[src/rtl/radix_walk_pkg.sv]
package radix_walk_pkg;

    localparam int DATA_W   = 64;
    localparam int NLS_W    = 5;
    localparam int SIZE_W   = 7;
    localparam int LVL_W    = 3;
    localparam int CAUSE_W  = 2;

    localparam int VALID_BIT   = 63;
    localparam int LEAF_BIT    = 62;
    localparam int ENTRY_SHIFT = 3;   // 8-byte entries

    localparam logic [DATA_W-1:0] NEXT_BASE_MASK = 64'h0FFF_FFFF_FFFF_FF00;
    localparam logic [DATA_W-1:0] RPN_MASK       = 64'h01FF_FFFF_FFFF_F000;

    localparam int SIZE_BIAS      = 31;
    localparam int ROOT_SIZE      = 52;
    localparam int ROOT_NLS       = 13;
    localparam int MID_NLS        = 9;
    localparam int TAIL_NLS_SMALL = 5;
    localparam int LAST_LEVEL     = 3;

    localparam logic [CAUSE_W-1:0] CAUSE_NONE      = 2'd0;
    localparam logic [CAUSE_W-1:0] CAUSE_NO_ENTRY  = 2'd1;
    localparam logic [CAUSE_W-1:0] CAUSE_BAD_SHAPE = 2'd2;

    typedef enum logic [2:0] {
        ST_IDLE,
        ST_CHECK,
        ST_READ,
        ST_WAIT,
        ST_DONE,
        ST_FAULT
    } walk_state_e;

    typedef struct packed {
        walk_state_e          state;
        logic [DATA_W-1:0]    ea;
        logic [DATA_W-1:0]    base;
        logic [NLS_W-1:0]     nls;
        logic [SIZE_W-1:0]    size;
        logic [LVL_W-1:0]     level;
        logic [DATA_W-1:0]    entry;
        logic [DATA_W-1:0]    ra;
        logic [CAUSE_W-1:0]   cause;
    } walk_regs_t;

endpackage

[src/rtl/radix_level_check.sv]
module radix_level_check
    import radix_walk_pkg::*;
(
    input  logic [LVL_W-1:0]  level,
    input  logic [SIZE_W-1:0] size,
    input  logic [NLS_W-1:0]  nls,
    output logic              shape_ok
);
    always_comb begin
        unique case (level)
            LVL_W'(0):          shape_ok = (size == SIZE_W'(ROOT_SIZE)) && (nls == NLS_W'(ROOT_NLS));
            LVL_W'(1),
            LVL_W'(2):          shape_ok = (nls == NLS_W'(MID_NLS));
            LVL_W'(LAST_LEVEL): shape_ok = (nls == NLS_W'(MID_NLS)) || (nls == NLS_W'(TAIL_NLS_SMALL));
            default:            shape_ok = 1'b0;
        endcase
    end
endmodule

[src/rtl/radix_index_calc.sv]
module radix_index_calc
    import radix_walk_pkg::*;
(
    input  logic [DATA_W-1:0] ea,
    input  logic [DATA_W-1:0] base,
    input  logic [SIZE_W-1:0] size,
    input  logic [NLS_W-1:0]  nls,
    output logic [DATA_W-1:0] entry_addr
);
    localparam int AW = SIZE_W;

    logic [AW-1:0]     shift_amt;
    logic [AW-1:0]     align_bits;
    logic [DATA_W-1:0] idx_mask;
    logic [DATA_W-1:0] align_mask;
    logic [DATA_W-1:0] index;
    logic [DATA_W-1:0] base_aligned;

    always_comb begin
        shift_amt    = size - AW'(nls);
        align_bits   = AW'(nls) + AW'(ENTRY_SHIFT);
        idx_mask     = (DATA_W'(1) << nls) - DATA_W'(1);
        align_mask   = (DATA_W'(1) << align_bits) - DATA_W'(1);
        index        = (ea >> shift_amt) & idx_mask;
        base_aligned = base & ~align_mask;
        entry_addr   = base_aligned + (index << ENTRY_SHIFT);
    end
endmodule

[src/rtl/radix_leaf_form.sv]
module radix_leaf_form
    import radix_walk_pkg::*;
(
    input  logic [DATA_W-1:0] entry,
    input  logic [DATA_W-1:0] ea,
    input  logic [SIZE_W-1:0] size,
    output logic [DATA_W-1:0] real_addr
);
    logic [DATA_W-1:0] page_mask;

    always_comb begin
        page_mask = (DATA_W'(1) << size) - DATA_W'(1);
        real_addr = (entry & RPN_MASK & ~page_mask) | (ea & page_mask);
    end
endmodule

[src/rtl/radix_walker.sv]
module radix_walker
    import radix_walk_pkg::*;
(
    input  logic                clk,
    input  logic                rst,
    input  logic                start,
    input  logic [63:0]         ea,
    input  logic [63:0]         root_desc,
    output logic                req_valid,
    input  logic                req_ready,
    output logic [63:0]         req_addr,
    input  logic                resp_valid,
    input  logic [63:0]         resp_data,
    output logic                done,
    output logic                fault,
    output logic [1:0]          fault_cause,
    output logic [63:0]         real_addr,
    output logic [6:0]          page_size,
    output logic [63:0]         leaf_entry
);
    walk_regs_t r_q, r_d;

    logic              shape_ok;
    logic [DATA_W-1:0] leaf_ra;
    logic [SIZE_W-1:0] size_after;
    logic [SIZE_W-1:0] root_size;

    radix_level_check u_check (
        .level    (r_q.level),
        .size     (r_q.size),
        .nls      (r_q.nls),
        .shape_ok (shape_ok)
    );

    radix_index_calc u_index (
        .ea         (r_q.ea),
        .base       (r_q.base),
        .size       (r_q.size),
        .nls        (r_q.nls),
        .entry_addr (req_addr)
    );

    radix_leaf_form u_leaf (
        .entry     (resp_data),
        .ea        (r_q.ea),
        .size      (size_after),
        .real_addr (leaf_ra)
    );

    always_comb begin
        size_after = r_q.size - SIZE_W'(r_q.nls);
        root_size  = SIZE_W'({root_desc[62:61], root_desc[7:5]}) + SIZE_W'(SIZE_BIAS);
        r_d        = r_q;
        unique case (r_q.state)
            ST_IDLE: begin
                if (start) begin
                    r_d.state = ST_CHECK;
                    r_d.ea    = ea;
                    r_d.base  = root_desc & NEXT_BASE_MASK;
                    r_d.nls   = root_desc[NLS_W-1:0];
                    r_d.size  = root_size;
                    r_d.level = '0;
                    r_d.cause = CAUSE_NONE;
                end
            end
            ST_CHECK: begin
                if (shape_ok) begin
                    r_d.state = ST_READ;
                end else begin
                    r_d.cause = CAUSE_BAD_SHAPE;
                    r_d.state = ST_FAULT;
                end
            end
            ST_READ: begin
                if (req_ready) r_d.state = ST_WAIT;
            end
            ST_WAIT: begin
                if (resp_valid) begin
                    if (!resp_data[VALID_BIT]) begin
                        r_d.cause = CAUSE_NO_ENTRY;
                        r_d.state = ST_FAULT;
                    end else begin
                        r_d.entry = resp_data;
                        r_d.size  = size_after;
                        if (resp_data[LEAF_BIT]) begin
                            r_d.ra    = leaf_ra;
                            r_d.state = ST_DONE;
                        end else begin
                            r_d.nls   = resp_data[NLS_W-1:0];
                            r_d.base  = resp_data & NEXT_BASE_MASK;
                            r_d.level = r_q.level + LVL_W'(1);
                            r_d.state = ST_CHECK;
                        end
                    end
                end
            end
            ST_DONE, ST_FAULT: r_d.state = ST_IDLE;
            default:           r_d.state = ST_IDLE;
        endcase
    end

    always_ff @(posedge clk) begin
        if (rst) r_q <= '0;
        else     r_q <= r_d;
    end

    assign req_valid   = (r_q.state == ST_READ);
    assign done        = (r_q.state == ST_DONE) || (r_q.state == ST_FAULT);
    assign fault       = (r_q.state == ST_FAULT);
    assign fault_cause = r_q.cause;
    assign real_addr   = r_q.ra;
    assign page_size   = r_q.size;
    assign leaf_entry  = r_q.entry;

    AST_RESET_QUIET: assert property (@(posedge clk)
        rst |=> (!done && !fault && !req_valid));

    AST_REQ_HOLD: assert property (@(posedge clk) disable iff (rst)
        (req_valid && !req_ready) |=> (req_valid && $stable(req_addr)));

    AST_REQ_ALIGNED: assert property (@(posedge clk) disable iff (rst)
        req_valid |-> (req_addr[2:0] == 3'b000));

    AST_DONE_PULSE: assert property (@(posedge clk) disable iff (rst)
        done |=> !done);

    AST_FAULT_CAUSE: assert property (@(posedge clk) disable iff (rst)
        fault |-> (done && fault_cause != CAUSE_NONE));

    AST_CLEAN_DONE: assert property (@(posedge clk) disable iff (rst)
        (done && !fault) |-> (fault_cause == CAUSE_NONE));

endmodule

[config.mk]
export PLATFORM = sky130hd
export DESIGN_NAME = radix_walker
export DESIGN_NICKNAME = d
export VERILOG_FILES = /design/src/rtl/radix_walk_pkg.sv /design/src/rtl/radix_level_check.sv /design/src/rtl/radix_index_calc.sv /design/src/rtl/radix_leaf_form.sv /design/src/rtl/radix_walker.sv
export SDC_FILE = /design/constraint.sdc
export NUM_CORES = 1
export LEC_CHECK = 0
export BUFFER_PORTS_ARGS = -buffer_cell sky130_fd_sc_hd__buf_2
export CAP_MARGIN = 20
export CORE_ASPECT_RATIO = 1.5
export CORE_MARGIN = 3
export CORE_UTILIZATION = 60
export CTS_CLUSTER_DIAMETER = 80
export DETAILED_ROUTE_END_ITERATION = 6
export PLACE_DENSITY = 0.85
export RECOVER_POWER = 25
export SLEW_MARGIN = 15
export SYNTH_ARGS = -nofsm -noshare
export SYNTH_HDL_FRONTEND = slang
export SYNTH_SLANG_ARGS = --single-unit
[constraint.sdc]
create_clock -name clk -period 15.8 [get_ports clk]
set_clock_uncertainty 0.1 [all_clocks]
set_input_delay 2.37 -clock clk [delete_from_list [all_inputs] [get_ports clk]]
set_output_delay 2.37 -clock clk [all_outputs]
set_load 0.05 [all_outputs]
==> out/results.tsv <==
metric	value	unit
status	complete, but fails checks	
failing checks	max-capacitance violations, max-slew violations	
gr ovfl total	0	
antenna violations before repair	2	
required time of the critical path	13.33	ns
slew margin rel.	-1.77	
Remaining DRCs	0	
slowest CP cell	fa_4	
synthesized area	0.0206	mm²
worst-path fanout max	49	
Post-synth ARST share	0	
crit-path max cell delay	1.41	ns
crit path capture type	primary output	
CP top delay family	compound AO/OA/AOI/OAI gates	
Max Buffers Root-to-Sink	3	
area of the multi-input gates	0.0135	mm²
clock sink total	264	
Synth top area share	0.256	
min-delay worst type	register to register	
sequential standard cell area	0.00529	mm²
Final min period	11.98	ns
cell internal pwr	1460	µW
H-tree depth	1	
Worst Path Buf+Inv	4	
vias in the first global route	20700	
Yosys warning total	0	
Area growth syn-to-layout	8.24	%
Startpoint Class	register	
latest clock arrival within the worst-skew pair	0.56	ns
root buf cell	clkbuf_16	
pre-CTS WS	4.60	ns
Final nets	3233	
CTS tree	yes	
drt wl/cell	23.4	µm
mean post-synth cell area	7.21	µm²
maxcap violations	3	
FF+latch count, synth	264	
fmax	83.5	MHz
Initial Util	0.612	
Yosys cell types	86	
Logic pwr share	0.518	
Setup Total Neg Slack	0	ns
worst setup margin	3.82	ns
Boundary Pins	401	
first-pass GRT wire length	118000	µm
post-CTS resize count	0	
I/O Buffers	394	
via count	22200	
post-cts hold buffer count	0	
worst endpoint data arrival time	9.51	ns
Psw	1310	µW
maximum number of pins on one net before global-route repair	107	
Max VDD drop	0.110	mV
Iter 0 DRT Violations	2675	
Pre-antenna DRT Iters	7	
top_reg_cell synth	dfxtp_1	
power density over the cells	124	mW/mm²
routability congestion estimate from global placement	1.03	
Post-Syn Instances	2856	
P_leak	0.00926	µW
Seq pwr share	0.262	
Setup CP Type	register to primary output	
Net Sw Frac	0.473	
ranking of synthesized cells by area	dfxtp_1 (26%), nand2_1 (11%), a21oi_1 (7.6%), nor2_1 (5.3%), buf_4 (5.1%)	
fin. max-slew vios	269	
core area	0.0337	mm²
DP HPWL	60200	µm
post-CTS setup buffer count	0	
Num CTS Buffers	25	
die area	0.0366	mm²
register area share after synthesis	0.256	
endpoints failing setup	0	
FILL cells	2988	
row count	82	
Total GRT Usage	0.411	
WL final	79400	µm
Worst Max-Slew Pin Slew	4.16	ns
Placed Cells	3353	
cell with the most instances after synthesis	nand2_1	
Die Ht	233	µm
post-route ant nets	0	
number of synthesized flops with an enable pin	0	
Die Wd	157	µm
drt via density	6.54	
Synth top cells by count	nand2_1 (577), a21oi_1 (311), nor2_1 (292), dfxtp_1 (264), clkbuf_1 (177)	
Tcrit/Tclk final	0.758	
Finished Layout Cells	3399	
clock share of power	0.220	
layout cell share with drive strength beyond 1	0.160	
RSZ-0062 raised after global routing	false	
Clock transition at path regs	0.07	ns
Hold Vio Cnt, Final	0	
dominant cell type by area after synthesis	dfxtp_1	
power by group through the flow:
stage	registers, µW	clock network [µW]	logic [µW]
3_3_place_gp	736	0	1380
6_report	725	610	1430
4_1_cts	723	613	1390
2_1_floorplan	721	0	1010
5_1_grt	726	638	1520
3_5_place_dp	738	0	1380
worst reg2reg max path: stages (launching register included):
cell      delay, ns
dfxtp_1        0.31
buf_4          0.27
clkinv_1       0.45
fa_4           1.42
buf_4          0.69
inv_1          0.33
nand2_1        0.34
nor2_1         0.26
nand2_1        0.19
ha_1           0.74
clkinv_1       0.57
a211oi_2       0.45
xor2_1         0.27
mux2i_1        0.21
a211oi_1       0.10
layout by cell type, fill, tap and decap left out, drive strengths merged, types with 51 or more instances in the layout:
| cell type | Yosys | layout |
|---|---|---|
| a211oi | 58 | 58 |
| nand2 | 578 | 578 |
| o21ai | 142 | 142 |
| a21oi | 312 | 312 |
| a311oi | 75 | 75 |
| ha | 74 | 74 |
| xnor2 | 51 | 51 |
| buf | 202 | 342 |
| dfxtp | 264 | 264 |
| clkbuf | 177 | 113 |
| mux2i | 85 | 85 |
| nor2 | 293 | 293 |
sequential cells by signal (all words and copies together), names as in the netlist:
signal,cells
leaf_entry,64
page_size,7
r_q,127
real_addr,64
fault_cause,2
final timing paths:
kind	end	slack (ns)	cells past startpoint	start
worst max-delay path	req_addr[59]	3.82	25	r_q[141]$_SDFFE_PP0P_
worst min-delay path	leaf_entry[2]$_SDFFE_PP0P_	0.35	2	leaf_entry[2]$_SDFFE_PP0P_
worst max register to register	real_addr[52]$_SDFFE_PP0P_	8.79	14	r_q[141]$_SDFFE_PP0P_
worst min register to register	leaf_entry[2]$_SDFFE_PP0P_	0.35	2	leaf_entry[2]$_SDFFE_PP0P_
per-stage QoR:
stage | cell area [µm²] | hold WS (ns) | total power (µW) | util
2_1_floorplan | 20700 | 0.332 | 1730 | -
3_3_place_gp | 21600 | 0.337 | 2110 | 0.642
3_5_place_dp | 21600 | 0.343 | 2120 | 0.642
4_1_cts | 22400 | 0.352 | 2730 | 0.666
5_1_grt | 22300 | 0.371 | 2880 | 0.663
6_report | 22300 | 0.354 | 2770 | 0.663
cell type report:
type,count,share of cell area
inverter,34,0.00572
clock inverter,14,0.00578
timing repair buffer,425,0.0940
multi-input combinational,2210,0.603
tap,420,0.0236
clock buffer,30,0.0307
sequential,264,0.237
antenna,2,0.000224
per-layer routing:
| layer | share of wire | GRT usage | vias up |
|---|---|---|---|
| met4 | 0.070 | 0.240 | 0 |
| li1 | - | - | 10200 |
| met3 | 0.087 | 0.0720 | 339 |
| met2 | 0.49 | 0.700 | 1316 |
| met5 | 0 | 0 | - |
| met1 | 0.36 | 0.479 | 10400 |
cells by family (layout without fill, tap and decap cells):
| logic type | after synthesis | after routing | synth area share |
|---|---|---|---|
| buffers and inverters | 413 | 503 | 0.103 |
| and+or+nand+nor | 1099 | 1099 | 0.225 |
| other | 2 | 35 | 0.000364 |
| muxes | 134 | 134 | 0.0905 |
| adders and majority gates | 76 | 76 | 0.0469 |
| DFF | 264 | 264 | 0.256 |
| AOI/OAI and AO/OA | 792 | 792 | 0.245 |
| xor gates and xnor gates | 76 | 76 | 0.0323 |
Note: power is estimated with default switching activity, not from simulation.
